<file path="src/rtl/misroute_pkg.sv">
package misroute_pkg;
  localparam int IRQ_GEN = 0;
  localparam int IRQ_VCI = 1;
  localparam int IRQ_VPI = 2;
  localparam int NUM_IRQ = 3;

  typedef struct packed {
    logic vpi_over;
    logic vci_over;
    logic bad;
  } fault_t;
endpackage

</file>
<file path="src/rtl/misroute_classify.sv">
module misroute_classify #(
  parameter int NUM_PORTS = 4,
  parameter int PORT_W    = 2,
  parameter int VPI_W     = 12,
  parameter int VCI_W     = 16,
  parameter int VPIU_W    = 4,
  parameter int HDR_W     = 32
) (
  input  logic                       hdr_valid,
  input  logic [PORT_W-1:0]          hdr_port,
  input  logic [1:0]                 hdr_route,
  input  logic [HDR_W-1:0]           hdr_word,
  input  logic [NUM_PORTS-1:0]       cfg_port_en,
  input  logic [NUM_PORTS-1:0]       cfg_vpi_chk,
  input  logic [NUM_PORTS*VCI_W-1:0] cfg_vci_max,
  input  logic [VPIU_W-1:0]          cfg_vpi_used,
  input  logic                       cfg_phy_mode,
  output misroute_pkg::fault_t       fault,
  output logic                       port_live
);
  localparam int VCI_LSB = HDR_W - VPI_W - VCI_W;

  int               src_idx;
  int               lkp_idx;
  logic [VPI_W-1:0] vpi_val;
  logic [VCI_W-1:0] vci_val;
  logic [VCI_W-1:0] vci_lim;
  logic [VPI_W-1:0] vpi_spare;
  logic             vci_bad;
  logic             vpi_bad;

  always_comb begin
    src_idx = int'(hdr_port);
    if (src_idx >= NUM_PORTS) begin
      src_idx = 0;
    end
    lkp_idx = cfg_phy_mode ? 0 : src_idx;
    vpi_val = hdr_word[HDR_W-1 -: VPI_W];
    vci_val = hdr_word[VCI_LSB +: VCI_W];
    vci_lim = cfg_vci_max[lkp_idx*VCI_W +: VCI_W];
    for (int b = 0; b < VPI_W; b++) begin
      vpi_spare[b] = (b >= int'(cfg_vpi_used));
    end
    port_live = hdr_valid && (int'(hdr_port) < NUM_PORTS) && cfg_port_en[src_idx];
    vci_bad   = vci_val > vci_lim;
    vpi_bad   = cfg_vpi_chk[lkp_idx] && |(vpi_val & vpi_spare);
    fault.vci_over = port_live && vci_bad;
    fault.vpi_over = port_live && vpi_bad;
    fault.bad      = port_live && ((hdr_route == 2'b00) || vci_bad || vpi_bad);
  end
endmodule

</file>
<file path="src/rtl/misroute_irq.sv">
module misroute_irq #(
  parameter int N = 3
) (
  input  logic         clk,
  input  logic         rst_n,
  input  logic [N-1:0] evt,
  input  logic [N-1:0] en,
  input  logic [N-1:0] clr,
  output logic [N-1:0] flags
);
  logic [N-1:0] flag_d;
  logic [N-1:0] flag_q;

  generate
    for (genvar k = 0; k < N; k++) begin : g_flag
      always_comb begin
        flag_d[k] = (flag_q[k] && !clr[k]) || (evt[k] && en[k]);
      end

      always_ff @(posedge clk or negedge rst_n) begin
        if (!rst_n) begin
          flag_q[k] <= 1'b0;
        end else begin
          flag_q[k] <= flag_d[k];
        end
      end

      p_sticky_hold_r6: assert property (@(posedge clk) disable iff (!rst_n)
        flags[k] && !clr[k] |=> flags[k])
        else $error("flag %0d dropped without clear", k);

      p_set_wins_r6: assert property (@(posedge clk) disable iff (!rst_n)
        evt[k] && en[k] |=> flags[k])
        else $error("flag %0d missed enabled event", k);

      p_enable_gate_r5: assert property (@(posedge clk) disable iff (!rst_n)
        !flags[k] && !en[k] |=> !flags[k])
        else $error("flag %0d set while disabled", k);
    end
  endgenerate

  assign flags = flag_q;
endmodule

</file>
<file path="src/rtl/misroute_capture.sv">
module misroute_capture #(
  parameter int PORT_W = 2,
  parameter int HDR_W  = 32
) (
  input  logic              clk,
  input  logic              rst_n,
  input  logic              arm,
  input  logic              hit,
  input  logic              sel,
  input  logic [HDR_W-1:0]  hdr_word,
  input  logic [PORT_W-1:0] hdr_port,
  output logic [HDR_W/2-1:0] cap_hi,
  output logic [HDR_W/2-1:0] cap_lo,
  output logic [PORT_W-1:0] cap_port,
  output logic              cap_latched
);
  localparam int HALF_W = HDR_W / 2;

  logic              armed_q, armed_d;
  logic              latched_q, latched_d;
  logic              take;
  logic [HALF_W-1:0] hi_q, lo_q;
  logic [PORT_W-1:0] port_q;

  always_comb begin
    take      = armed_q && hit && sel && !arm;
    armed_d   = armed_q;
    latched_d = latched_q;
    if (arm) begin
      armed_d   = 1'b1;
      latched_d = 1'b0;
    end else if (take) begin
      armed_d   = 1'b0;
      latched_d = 1'b1;
    end
  end

  always_ff @(posedge clk or negedge rst_n) begin
    if (!rst_n) begin
      armed_q   <= 1'b0;
      latched_q <= 1'b0;
    end else begin
      armed_q   <= armed_d;
      latched_q <= latched_d;
    end
  end

  always_ff @(posedge clk or negedge rst_n) begin
    if (!rst_n) begin
      hi_q   <= '0;
      lo_q   <= '0;
      port_q <= '0;
    end else if (take) begin
      hi_q   <= hdr_word[HDR_W-1 -: HALF_W];
      lo_q   <= hdr_word[HALF_W-1:0];
      port_q <= hdr_port;
    end
  end

  assign cap_hi      = hi_q;
  assign cap_lo      = lo_q;
  assign cap_port    = port_q;
  assign cap_latched = latched_q;

  p_frozen_while_latched_r7: assert property (@(posedge clk) disable iff (!rst_n)
    cap_latched && !arm |=> $stable(cap_hi) && $stable(cap_lo) && $stable(cap_port) && cap_latched)
    else $error("capture changed while latched");

  p_new_capture_source_r7: assert property (@(posedge clk) disable iff (!rst_n)
    !cap_latched && !arm && !(hit && sel) |=> !cap_latched)
    else $error("capture without selected misrouted cell");

  p_arm_clears_r8: assert property (@(posedge clk) disable iff (!rst_n)
    arm |=> !cap_latched && $stable(cap_hi) && $stable(cap_lo) && $stable(cap_port))
    else $error("arm did not clear latch or altered data");
endmodule

</file>
<file path="src/rtl/misroute_monitor.sv">
module misroute_monitor #(
  parameter int NUM_PORTS = 4,
  parameter int VPI_W     = 12,
  parameter int VCI_W     = 16,
  parameter int PORT_W    = (NUM_PORTS > 1) ? $clog2(NUM_PORTS) : 1,
  parameter int VPIU_W    = $clog2(VPI_W + 1),
  parameter int HDR_W     = VPI_W + VCI_W + 4
) (
  input  logic                       clk,
  input  logic                       rst_n,
  input  logic                       hdr_valid,
  input  logic [PORT_W-1:0]          hdr_port,
  input  logic [1:0]                 hdr_route,
  input  logic [HDR_W-1:0]           hdr_word,
  input  logic [NUM_PORTS-1:0]       cfg_port_en,
  input  logic [NUM_PORTS-1:0]       cfg_vpi_chk,
  input  logic [NUM_PORTS*VCI_W-1:0] cfg_vci_max,
  input  logic [VPIU_W-1:0]          cfg_vpi_used,
  input  logic                       cfg_phy_mode,
  input  logic [2:0]                 cfg_irq_en,
  input  logic [NUM_PORTS-1:0]       cfg_cap_sel,
  input  logic                       arm_capture,
  input  logic [2:0]                 irq_clear,
  output logic [2:0]                 irq_flags,
  output logic [HDR_W/2-1:0]         cap_hi,
  output logic [HDR_W/2-1:0]         cap_lo,
  output logic [PORT_W-1:0]          cap_port,
  output logic                       cap_latched
);
  import misroute_pkg::*;

  fault_t             fault;
  logic               port_live;
  logic               sel_hit;
  logic [NUM_IRQ-1:0] irq_evt;

  misroute_classify #(
    .NUM_PORTS(NUM_PORTS), .PORT_W(PORT_W), .VPI_W(VPI_W),
    .VCI_W(VCI_W), .VPIU_W(VPIU_W), .HDR_W(HDR_W)
  ) classify_i (
    .hdr_valid   (hdr_valid),
    .hdr_port    (hdr_port),
    .hdr_route   (hdr_route),
    .hdr_word    (hdr_word),
    .cfg_port_en (cfg_port_en),
    .cfg_vpi_chk (cfg_vpi_chk),
    .cfg_vci_max (cfg_vci_max),
    .cfg_vpi_used(cfg_vpi_used),
    .cfg_phy_mode(cfg_phy_mode),
    .fault       (fault),
    .port_live   (port_live)
  );

  always_comb begin
    irq_evt          = '0;
    irq_evt[IRQ_GEN] = fault.bad;
    irq_evt[IRQ_VCI] = fault.vci_over;
    irq_evt[IRQ_VPI] = fault.vpi_over;
    sel_hit = port_live && cfg_cap_sel[hdr_port];
  end

  misroute_irq #(.N(NUM_IRQ)) irq_i (
    .clk  (clk),
    .rst_n(rst_n),
    .evt  (irq_evt),
    .en   (cfg_irq_en),
    .clr  (irq_clear),
    .flags(irq_flags)
  );

  misroute_capture #(.PORT_W(PORT_W), .HDR_W(HDR_W)) capture_i (
    .clk        (clk),
    .rst_n      (rst_n),
    .arm        (arm_capture),
    .hit        (fault.bad),
    .sel        (sel_hit),
    .hdr_word   (hdr_word),
    .hdr_port   (hdr_port),
    .cap_hi     (cap_hi),
    .cap_lo     (cap_lo),
    .cap_port   (cap_port),
    .cap_latched(cap_latched)
  );

  p_disabled_port_quiet_r9: assert property (@(posedge clk) disable iff (!rst_n)
    hdr_valid && !cfg_port_en[hdr_port] |=> (irq_flags & ~$past(irq_flags)) == 3'b000)
    else $error("disabled port raised a flag");

  p_sub_implies_general_r3: assert property (@(posedge clk) disable iff (!rst_n)
    cfg_irq_en[0] && (fault.vci_over || fault.vpi_over) |=> irq_flags[0])
    else $error("range fault without general flag");
endmodule

</file>
<file path="config.mk">
export PLATFORM = sky130hd
export DESIGN_NAME = misroute_monitor
export DESIGN_NICKNAME = d
export VERILOG_FILES = /design/src/rtl/misroute_pkg.sv /design/src/rtl/misroute_classify.sv /design/src/rtl/misroute_irq.sv /design/src/rtl/misroute_capture.sv /design/src/rtl/misroute_monitor.sv
export SDC_FILE = /design/constraint.sdc
export NUM_CORES = 1
export LEC_CHECK = 0
export BUFFER_PORTS_ARGS = -buffer_cell sky130_fd_sc_hd__buf_2
export CORE_AREA = 3 3 96 98
export CTS_CLUSTER_DIAMETER = 40
export CTS_CLUSTER_SIZE = 14
export DETAILED_ROUTE_END_ITERATION = 7
export DIE_AREA = 0 0 99 101
export GPL_TIMING_DRIVEN = 1
export MAX_ROUTING_LAYER = met4
export PLACE_DENSITY = 0.59
export SYNTH_ARGS = -nofsm -noshare
export SYNTH_HDL_FRONTEND = slang
export SYNTH_SLANG_ARGS = --single-unit
</file>
<file path="constraint.sdc">
create_clock -name clk -period 1.6 [get_ports clk]
set_input_delay 0.24 -clock clk [delete_from_list [all_inputs] [get_ports clk]]
set_output_delay 0.24 -clock clk [all_outputs]
set_load 0.1 [all_outputs]
</file>
==> results of run 1 <==
-- cells in the mapped netlist (all sizes together), types with 4 or more instances --
library cell  instances  area (um2)
buf                   8        55.1
nand2                19        71.3
nand3                 4        20.0
nor2b                 5        31.3
mux2i                17         170
mux2                 50         563
o21ai                24         120
ha                   16         200
nor2                  4        15.0
dfrtp                39         976
a21oi                10        50.1
inv                   9        33.8
-- cells in the final DEF, fill, tap and decap left out, types with 2 or more instances in the layout --
| cell type | count |
|---|---|
| a21oi_2 | 3 |
| nor2_1 | 4 |
| buf_12 | 6 |
| mux2_2 | 9 |
| buf_2 | 162 |
| mux2_1 | 2 |
| a21oi_1 | 7 |
| a21o_1 | 2 |
| clkbuf_8 | 7 |
| nand4_1 | 3 |
| o221ai_1 | 2 |
| buf_4 | 32 |
| o21ai_2 | 12 |
| mux2i_1 | 17 |
| and2_1 | 2 |
| dfrtp_1 | 39 |
| nand3_1 | 4 |
| o21ai_1 | 10 |
| inv_1 | 9 |
| nor2b_1 | 3 |
| clkbuf_16 | 4 |
| buf_6 | 4 |
| o21ai_0 | 2 |
| nand2_1 | 17 |
| mux2_4 | 39 |
| ha_1 | 16 |
| mux4_2 | 2 |
| nor2b_4 | 2 |
| buf_8 | 2 |
| nand2_2 | 2 |
-- metrics by stage --
step / utilization / std cells / hold WS [ps] / power [mW] / setup TNS (ps)
floorplan: - / 235 / -55.6 / 4.77 / -55320
CTS: 0.488 / 547 / 105 / 6.51 / -47550
global placement: 0.448 / 530 / 182 / 5.57 / -61090
finish: 0.513 / 552 / 116 / 6.61 / -47390
global route: 0.513 / 552 / 99.2 / 6.89 / -50900
detailed placement: 0.448 / 530 / 190 / 5.61 / -64540
-- registers in the layout, summed over array words and instances, names as in the netlist --
register,count
capture_i.cap_latched,1
capture_i.cap_lo,16
capture_i.cap_port,2
irq_i.flags,3
capture_i.armed_q,1
capture_i.cap_hi,16
-- power by group through the flow --
stage,Combinational (mW),Sequential [mW],Clock (mW)
2_1_floorplan,0.644,4.13,0
3_3_place_gp,4.04,1.53,0
3_5_place_dp,4.07,1.54,0
4_1_cts,4.21,1.53,0.771
5_1_grt,4.48,1.59,0.818
6_report,4.34,1.54,0.737
-- logic make-up after synthesis --
| logic type | synth area share |
|---|---|
| AO/OA/AOI/OAI | 0.120 |
| adder cells (fa/ha/maj) | 0.0818 |
| buffers and inverters | 0.0389 |
| flip-flops | 0.380 |
| multiplexers | 0.303 |
| AND/OR/NAND/NOR | 0.0769 |
-- per-layer routing --
| layer | vias to the layer above | GRT usage |
|---|---|---|
| li1 | 1294 | - |
| met1 | 1248 | 0.215 |
| met2 | 90 | 0.295 |
| met3 | 11 | 0.0346 |
| met4 | 0 | 0.0378 |
| met5 | - | - |
-- final timing paths --
check / slack (ps) / to
setup / recovery: -1310 / capture_i.cap_lo[10]
setup reg to reg: 140 / capture_i.cap_lo[10]
hold reg to reg: 480 / capture_i.armed_q
hold / removal: 120 / irq_i.flags[0]
min in group asynchronous: 420 / capture_i.cap_lo[14]
max in group asynchronous: 700 / capture_i.cap_latched
-- area by class of cell --
type / instances / area (um2)
multi-input cells: 176 / 1760
clock buffers: 7 / 96.3
well taps: 108 / 135
inverters: 9 / 33.8
repair buffers: 212 / 1380
flip-flops and latches: 39 / 976
fillers: 815 / 4160
clock inverters: 1 / 7.51
-- repair_timing --
action,in CTS,in global routing
hold endpoints to repair,13,0
pin swaps,2,7
gates cloned,2,5
setup buffers,8,2
hold buffers,1,0
setup endpoints to repair,39,39
gates resized for setup,41,39
==> impl_metrics.py, run 1 <==
metrics = {
    "outcome": {
        "outcome": "complete, but fails checks",
        "violations": "setup timing",
    },
    "route": {
        "drc": 0,
        "met2_length_um": 4600,
        "ant_nets": 0,
        "wl_met3_um": 512,
        "wl_um": 8930,
        "detailroute.via_count": 2643,
        "top_layer": "met4",
        "vias_per_cell": 4.79,
        "wl_met1_um": 3730,
        "wl_per_cell_um": 16.2,
        "first_pass_iters": 4,
        "drtIter0Drc": 60,
    },
    "yosys": {
        "yosys_warnings": 0,
        "synthArstFlopShare": 1.00,
        "syn-num-nets": 378,
        "synth_cell_types": 37,
        "ys_ff_latch": 39,
        "syn_area_um2": 2570,
        "synth-edff-count": 0,
        "synth-main-ff-cell": "dfrtp_1",
        "yosysSeqAreaShare": 0.380,
        "avgSynthCellArea_um2": 10.9,
        "syn_inst": 235,
    },
    "worst_setup_path": {
        "max_stage_delay_ps": 310,
        "r2r_cells": 5,
        "worstPathRequired_ps": 1770,
        "arrival_ps": 3090,
        "critPathTopFamily": "compound AO/OA/AOI/OAI gates",
        "timing.setup.critical_path_class": "input pin to flop",
        "slowest_stage": "mux2_4",
        "crit_path_start": "hdr_port[0]",
        "crit_fanout": 8,
        "worstPathCellList": "buf_8 > nor2b_4 > buf_12 > mux2_4 > o21ai_2 > ha_1 > a21oi_2 > o21ai_1 > a221o_1 > o31a_1 > o31ai_4 > buf_6 > clkbuf_16 > mux2_4",
        "cp_common_cell": "mux2_4",
        "critPathLaunchType": "input pin",
        "r2r-start": "capture_i.armed_q",
        "path_buf_inv": 4,
        "crit_cells": 14,
        "worst_setup_path_end_kind": "flop",
    },
    "die": {
        "die_y_um": 101,
        "initial_core_util": 0.301,
        "coreArea_um2": 8550,
        "ioPinCount": 165,
        "die_area_um2": 10000,
        "die_w_um": 99,
        "rows": 34,
    },
    "clocking": {
        "h-tree-depth": 2,
        "clkTransAtPathRegs_ps": 70,
        "clockRootBuffer": "clkbuf_8",
        "cts_sinks": 39,
        "clockBufferDepth": 2,
        "cts_tree": "yes",
        "insertion_delay_ps": 290,
        "cts_buffers": 5,
    },
    "sta": {
        "rsz0062_at_grt": "true",
        "worst_pin_slew_ps": 518,
        "period_share": 1.82,
        "finClkSkew_ps": 4.34,
        "fin_ws_ps": -1310,
        "finalSetupViolations": 38,
        "fmax_mhz": 343,
        "period_needed_ps": 2910,
        "maxSlewHeadroom": 0.657,
        "slew_viol_final": 0,
        "hold_violations": 0,
    },
    "pwr": {
        "powerDensity_nw_per_um2": 1510,
        "clkPwrFrac": 0.111,
        "swShare": 0.574,
        "p_sw_mw": 3.79,
        "leakagePower_nw": 2.36,
        "pwr-share-comb": 0.656,
        "ir_worst_vdd_v": 0.00125,
        "p_int_mw": 2.82,
        "p_seq_frac": 0.232,
    },
    "grt": {
        "grt_start_max_net_pins": 27,
        "antenna_found_initial": 0,
        "first_global_vias": 2759,
        "grt_first_pass_wirelength_um": 13500,
        "gr-total-overflow": 0,
        "grtUsageTotal": 0.174,
    },
    "layout": {
        "layout.nets": 586,
        "post_route_cells_drive_above_1_share": 0.662,
        "diodes": 0,
        "areaGrowthSynthToFinish_pct": 70.8,
        "finish.instance_area_um2": 4390,
    },
    "place": {
        "place_area_um2": 3830,
        "port_buffers": 164,
        "pre_cts_slack_ps": -1750,
        "globalplace.congestion": 0.766,
        "hpwlAfterDp_um": 6710,
    },
    "min_path": {
        "whs_path_depth": 2,
        "hold_start": "irq_clear[0]",
        "hold_path.class": "input pin to flop",
    },
    "job": {
        "maxCapViolations": 0,
    },
}
Note: power is estimated with default switching activity, not from simulation.
==> run 2, diff against run 1 <==
==> constraint.sdc (replaced) <==
create_clock -name clk -period 1.6 [get_ports clk]
set_input_delay 0.08 -clock clk [delete_from_list [all_inputs] [get_ports clk]]
set_output_delay 0.08 -clock clk [all_outputs]
set_load 0.1 [all_outputs]
==> impl_metrics.py, run 2 (synthesized netlist as in run 1, its figures left out) <==
metrics = {
    "route": {
        "wl_per_cell_um": 16.0,
        "first_pass_iters": 4,
        "vias_per_cell": 4.77,
        "wl_um": 8890,
        "drtIter0Drc": 53,
        "drc": 0,
        "ant_nets": 0,
        "detailroute.via_count": 2657,
    },
    "sta": {
        "maxSlewHeadroom": 0.656,
        "finalSetupViolations": 38,
        "fin_ws_ps": -1230,
        "fmax_mhz": 353,
        "hold_ws_ps": 16.2,
        "period_share": 1.77,
        "slew_viol_final": 0,
        "rsz0062_at_grt": "true",
        "hold_violations": 0,
        "finClkSkew_ps": 7.28,
        "worst_pin_slew_ps": 516,
        "period_needed_ps": 2830,
    },
    "pwr": {
        "powerDensity_nw_per_um2": 1500,
        "ir_worst_vdd_v": 0.00124,
        "leakagePower_nw": 2.32,
    },
    "clocking": {
        "clockRootBuffer": "clkbuf_8",
        "insertion_delay_ps": 290,
        "clkTransAtPathRegs_ps": 80,
        "cts_tree": "yes",
        "cts_sinks": 39,
        "h-tree-depth": 2,
        "cts_buffers": 5,
        "clockBufferDepth": 2,
    },
    "worst_setup_path": {
        "timing.setup.critical_path_class": "input pin to flop",
        "worstPathRequired_ps": 1780,
        "worst_setup_path_end_kind": "flop",
        "crit_fanout": 8,
        "critPathLaunchType": "input pin",
        "arrival_ps": 3010,
    },
    "grt": {
        "first_global_vias": 2858,
        "grt_start_max_net_pins": 40,
        "grt_first_pass_wirelength_um": 13800,
        "antenna_found_initial": 0,
        "gr-total-overflow": 0,
        "grtUsageTotal": 0.177,
    },
    "layout": {
        "areaGrowthSynthToFinish_pct": 69.2,
        "ff_latch_area_um2": 976,
        "layout.cells.non_filler": 557,
        "post_route_cells_drive_above_1_share": 0.639,
        "diodes": 0,
        "final_cell_mix": "buf_2, dfrtp_1, mux2_4",
        "final_common_cell": "buf_2",
        "multi_input_area_um2": 1740,
        "fill_cells": 838,
        "finish.instance_area_um2": 4350,
        "layout.nets": 591,
    },
    "job": {
        "maxCapViolations": 0,
    },
    "die": {
        "coreArea_um2": 8550,
        "die_w_um": 99,
        "rows": 34,
        "initial_core_util": 0.301,
        "ioPinCount": 165,
        "die_area_um2": 10000,
        "die_y_um": 101,
    },
    "place": {
        "hpwlAfterDp_um": 6630,
        "place_inst": 529,
        "globalplace.congestion": 0.792,
        "port_buffers": 164,
        "place_area_um2": 3810,
    },
    "outcome": {
        "outcome": "complete, but fails checks",
        "violations": "setup timing",
    },
    "min_path": {
        "hold_path.class": "input pin to flop",
    },
}
run 2: changes by cell type in the layout (fill, tap and decap cells not counted), moves of 3 or more:
cell / change
clkbuf_16: -3
mux2_1: +3
o21ai_2: -3
dlygate4sd3_1: +6
mux2_4: -4
run 2: worst max-delay path, stage by stage:
cell and delay (ps):
buf_6 100, nor2b_4 150, buf_12 150, mux2_4 300, o21ai_2 140, ha_1 280
a21oi_2 150, nand2_1 60, a221o_1 310, o31a_1 340, o31ai_4 260, buf_6 190
clkbuf_16 180, mux2_1 310
run 2: layout make-up:
cell class / count / share of cell area
multi-input cells: 176 / 0.399
well taps: 108 / 0.0311
clock inverters: 3 / 0.00460
clock buffers: 5 / 0.0158
inverters: 9 / 0.00777
repair buffers: 217 / 0.317
flip-flops and latches: 39 / 0.224
run 2: final timing paths:
| path | slack (ps) | endpoint | cells after the start | start |
|---|---|---|---|---|
| max | -1230 | capture_i.cap_lo[8] | 14 | cfg_phy_mode |
| min | 20 | capture_i.cap_lo[2] | 2 | hdr_word[2] |
| max reg2reg | 120 | capture_i.cap_lo[8] | 5 | capture_i.armed_q |
| min reg2reg | 480 | capture_i.armed_q | 1 | capture_i.armed_q |
| max in group asynchronous | 870 | capture_i.cap_lo[8] | 3 | rst_n |
| min in group asynchronous | 380 | capture_i.cap_hi[7] | 3 | rst_n |
run 2: repair_timing:
action / CTS / global route
hold buffers: 6 / 1
buffers inserted: 9 / 3
setup endpoints to repair: 38 / 39
gates cloned: 3 / 1
pin swaps: 4 / 11
resized for setup: 47 / 26
endpoints found under the hold margin: 44 / 1
run 2: layer usage:
metal	up-vias	wire length, um	GRT usage
met2	88	4550	0.302
met3	15	481	0.0374
met4	0	159	0.0494
li1	1296	-	-
met5	-	0	-
met1	1258	3700	0.212
run 2: power by group:
group | leakage [nW] | switching (mW) | internal, mW
Sequential | 0.476 | 0.194 | 1.34
Combinational | 1.81 | 3.25 | 1.07
Clock | 0.0402 | 0.363 | 0.303
Total | 2.32 | 3.81 | 2.71
run 2: stage by stage:
stage	TNS (ps)	power (mW)	setup WS, ps	util
floorplan	-49240	4.77	-1380	-
global placement	-54660	5.57	-1480	0.445
detailed placement	-57480	5.61	-1570	0.445
CTS	-41790	6.49	-1180	0.497
global route	-48980	6.81	-1370	0.509
finish	-43570	6.52	-1230	0.509
==> run 3, diff against run 2 <==
CELL_PAD_IN_SITES_DETAIL_PLACEMENT = 1   (was not set)
CELL_PAD_IN_SITES_GLOBAL_PLACEMENT = 2   (was not set)
CORE_AREA = 3 3 108 110   (was 3 3 96 98)
DIE_AREA = 0 0 111 113   (was 0 0 99 101)
PLACE_DENSITY = 0.78   (was 0.59)
==> impl_metrics.py, run 3 (synthesized netlist as in run 1, its figures left out) <==
metrics = {
    "sta": {
        "hold_ws_ps": 20.1,
        "finClkSkew_ps": 8.36,
        "period_needed_ps": 2780,
        "hold_violations": 0,
        "period_share": 1.74,
        "rsz0062_at_grt": "true",
        "slew_viol_final": 0,
        "maxSlewHeadroom": 0.665,
        "finalSetupViolations": 38,
        "fin_ws_ps": -1180,
        "fmax_mhz": 359,
        "worst_pin_slew_ps": 507,
    },
    "outcome": {
        "violations": "setup timing",
        "outcome": "complete, but fails checks",
    },
    "die": {
        "rows": 38,
        "initial_core_util": 0.238,
        "die_w_um": 111,
        "ioPinCount": 165,
        "die_y_um": 113,
        "coreArea_um2": 10800,
        "die_area_um2": 12500,
    },
    "worst_setup_path": {
        "worstPathRequired_ps": 1790,
        "slowest_stage": "mux2_2",
        "crit_cells": 14,
        "timing.setup.critical_path_class": "input pin to flop",
        "cp_common_cell": "buf_12",
        "max_stage_delay_ps": 340,
        "critPathTopFamily": "compound AO/OA/AOI/OAI gates",
        "path_buf_inv": 4,
        "worst_setup_path_end_kind": "flop",
        "arrival_ps": 2970,
        "critPathLaunchType": "input pin",
        "crit_fanout": 11,
        "r2r_cells": 5,
        "worstPathCellList": "buf_6 > nor2b_4 > buf_12 > mux2_2 > o21ai_2 > ha_1 > nand4_1 > nor2_1 > a221o_1 > o31a_1 > o31ai_4 > buf_4 > buf_12 > mux2_4",
    },
    "route": {
        "wl_um": 9880,
        "wl_per_cell_um": 17.0,
        "vias_per_cell": 4.56,
        "ant_nets": 0,
        "drc": 0,
        "first_pass_iters": 4,
        "detailroute.via_count": 2651,
        "drtIter0Drc": 54,
    },
    "grt": {
        "top_usage_layer": "met2",
        "grtUsageTotal": 0.158,
        "grt_use_met3": 0.0342,
        "first_global_vias": 3035,
        "grt_start_max_net_pins": 33,
        "gr-total-overflow": 0,
        "grt_first_pass_wirelength_um": 15600,
        "antenna_found_initial": 0,
        "grtUsageMet2": 0.277,
        "use_met1": 0.189,
    },
    "pwr": {
        "finalPower_mw": 6.57,
        "powerDensity_nw_per_um2": 1530,
        "leakagePower_nw": 2.29,
        "ir_worst_vdd_v": 0.00158,
    },
    "clocking": {
        "clockRootBuffer": "clkbuf_8",
        "clockBufferDepth": 2,
        "cts_buffers": 5,
        "insertion_delay_ps": 290,
        "h-tree-depth": 2,
        "cts_tree": "yes",
        "clkTransAtPathRegs_ps": 90,
        "cts_sinks": 39,
    },
    "place": {
        "hpwlAfterDp_um": 7650,
        "port_buffers": 164,
        "place_inst": 555,
        "place_area_um2": 3790,
        "globalplace.congestion": 0.734,
    },
    "layout": {
        "final_cell_mix": "buf_2, dfrtp_1, mux2_4",
        "layout.cells.non_filler": 581,
        "post_route_cells_drive_above_1_share": 0.639,
        "diodes": 0,
        "finish.instance_area_um2": 4300,
        "final_common_cell": "buf_2",
        "areaGrowthSynthToFinish_pct": 67.1,
        "fin_util": 0.398,
        "layout.nets": 583,
    },
    "min_path": {
        "hold_path.class": "input pin to flop",
        "whs_path_depth": 2,
    },
    "job": {
        "maxCapViolations": 0,
    },
}
## run 3: what timing repair did
item | in CTS | in global routing
endpoints found under the setup margin | 38 | 39
hold buffers | 5 | 0
resized for setup | 63 | 5
cloned | 3 | 1
hold endpoints to repair | 23 | 0
pin swaps | 5 | 1
setup buffers | 9 | 1
## run 3: cell type report
cell class / instances / area (um2)
multi-input combinational: 176 / 1720
fill: 1278 / 6500
clock inverter: 3 / 23.8
sequential: 39 / 976
clock buffer: 5 / 68.8
inverter: 9 / 33.8
tap: 140 / 175
timing repair buffer: 209 / 1300
## run 3: where the power goes
group          total (mW)  internal (mW)  switching, mW  leakage [nW]
clock               0.701          0.312          0.388        0.0408
sequential           1.55           1.34          0.206         0.476
combinational        4.32           1.07           3.25          1.77
total                6.57           2.72           3.85          2.29
## run 3: worst paths after layout
check,from,end,slack (ps)
worst min register to register,capture_i.armed_q,capture_i.armed_q,480
worst max register to register,capture_i.armed_q,capture_i.cap_hi[7],150
max in group asynchronous,rst_n,capture_i.cap_lo[6],660
min in group asynchronous,rst_n,capture_i.cap_lo[0],240
worst max-delay path,cfg_phy_mode,capture_i.cap_hi[7],-1180
worst min-delay path,hdr_word[2],capture_i.cap_lo[2],20
## run 3: per-layer routing
layer  vias to the layer above  share of wire
li1                       1278              -
met1                      1270           0.43
met2                        93           0.51
met3                        10          0.053
met4                         0          0.010
met5                         -              0
## run 3: per-stage QoR
stage                     setup TNS, ps  setup WS (ps)
after global placement           -57120          -1570
after floorplan                  -49240          -1380
after global routing             -47360          -1300
final                            -42870          -1180
after detailed placement         -60570          -1670
after CTS                        -41920          -1180
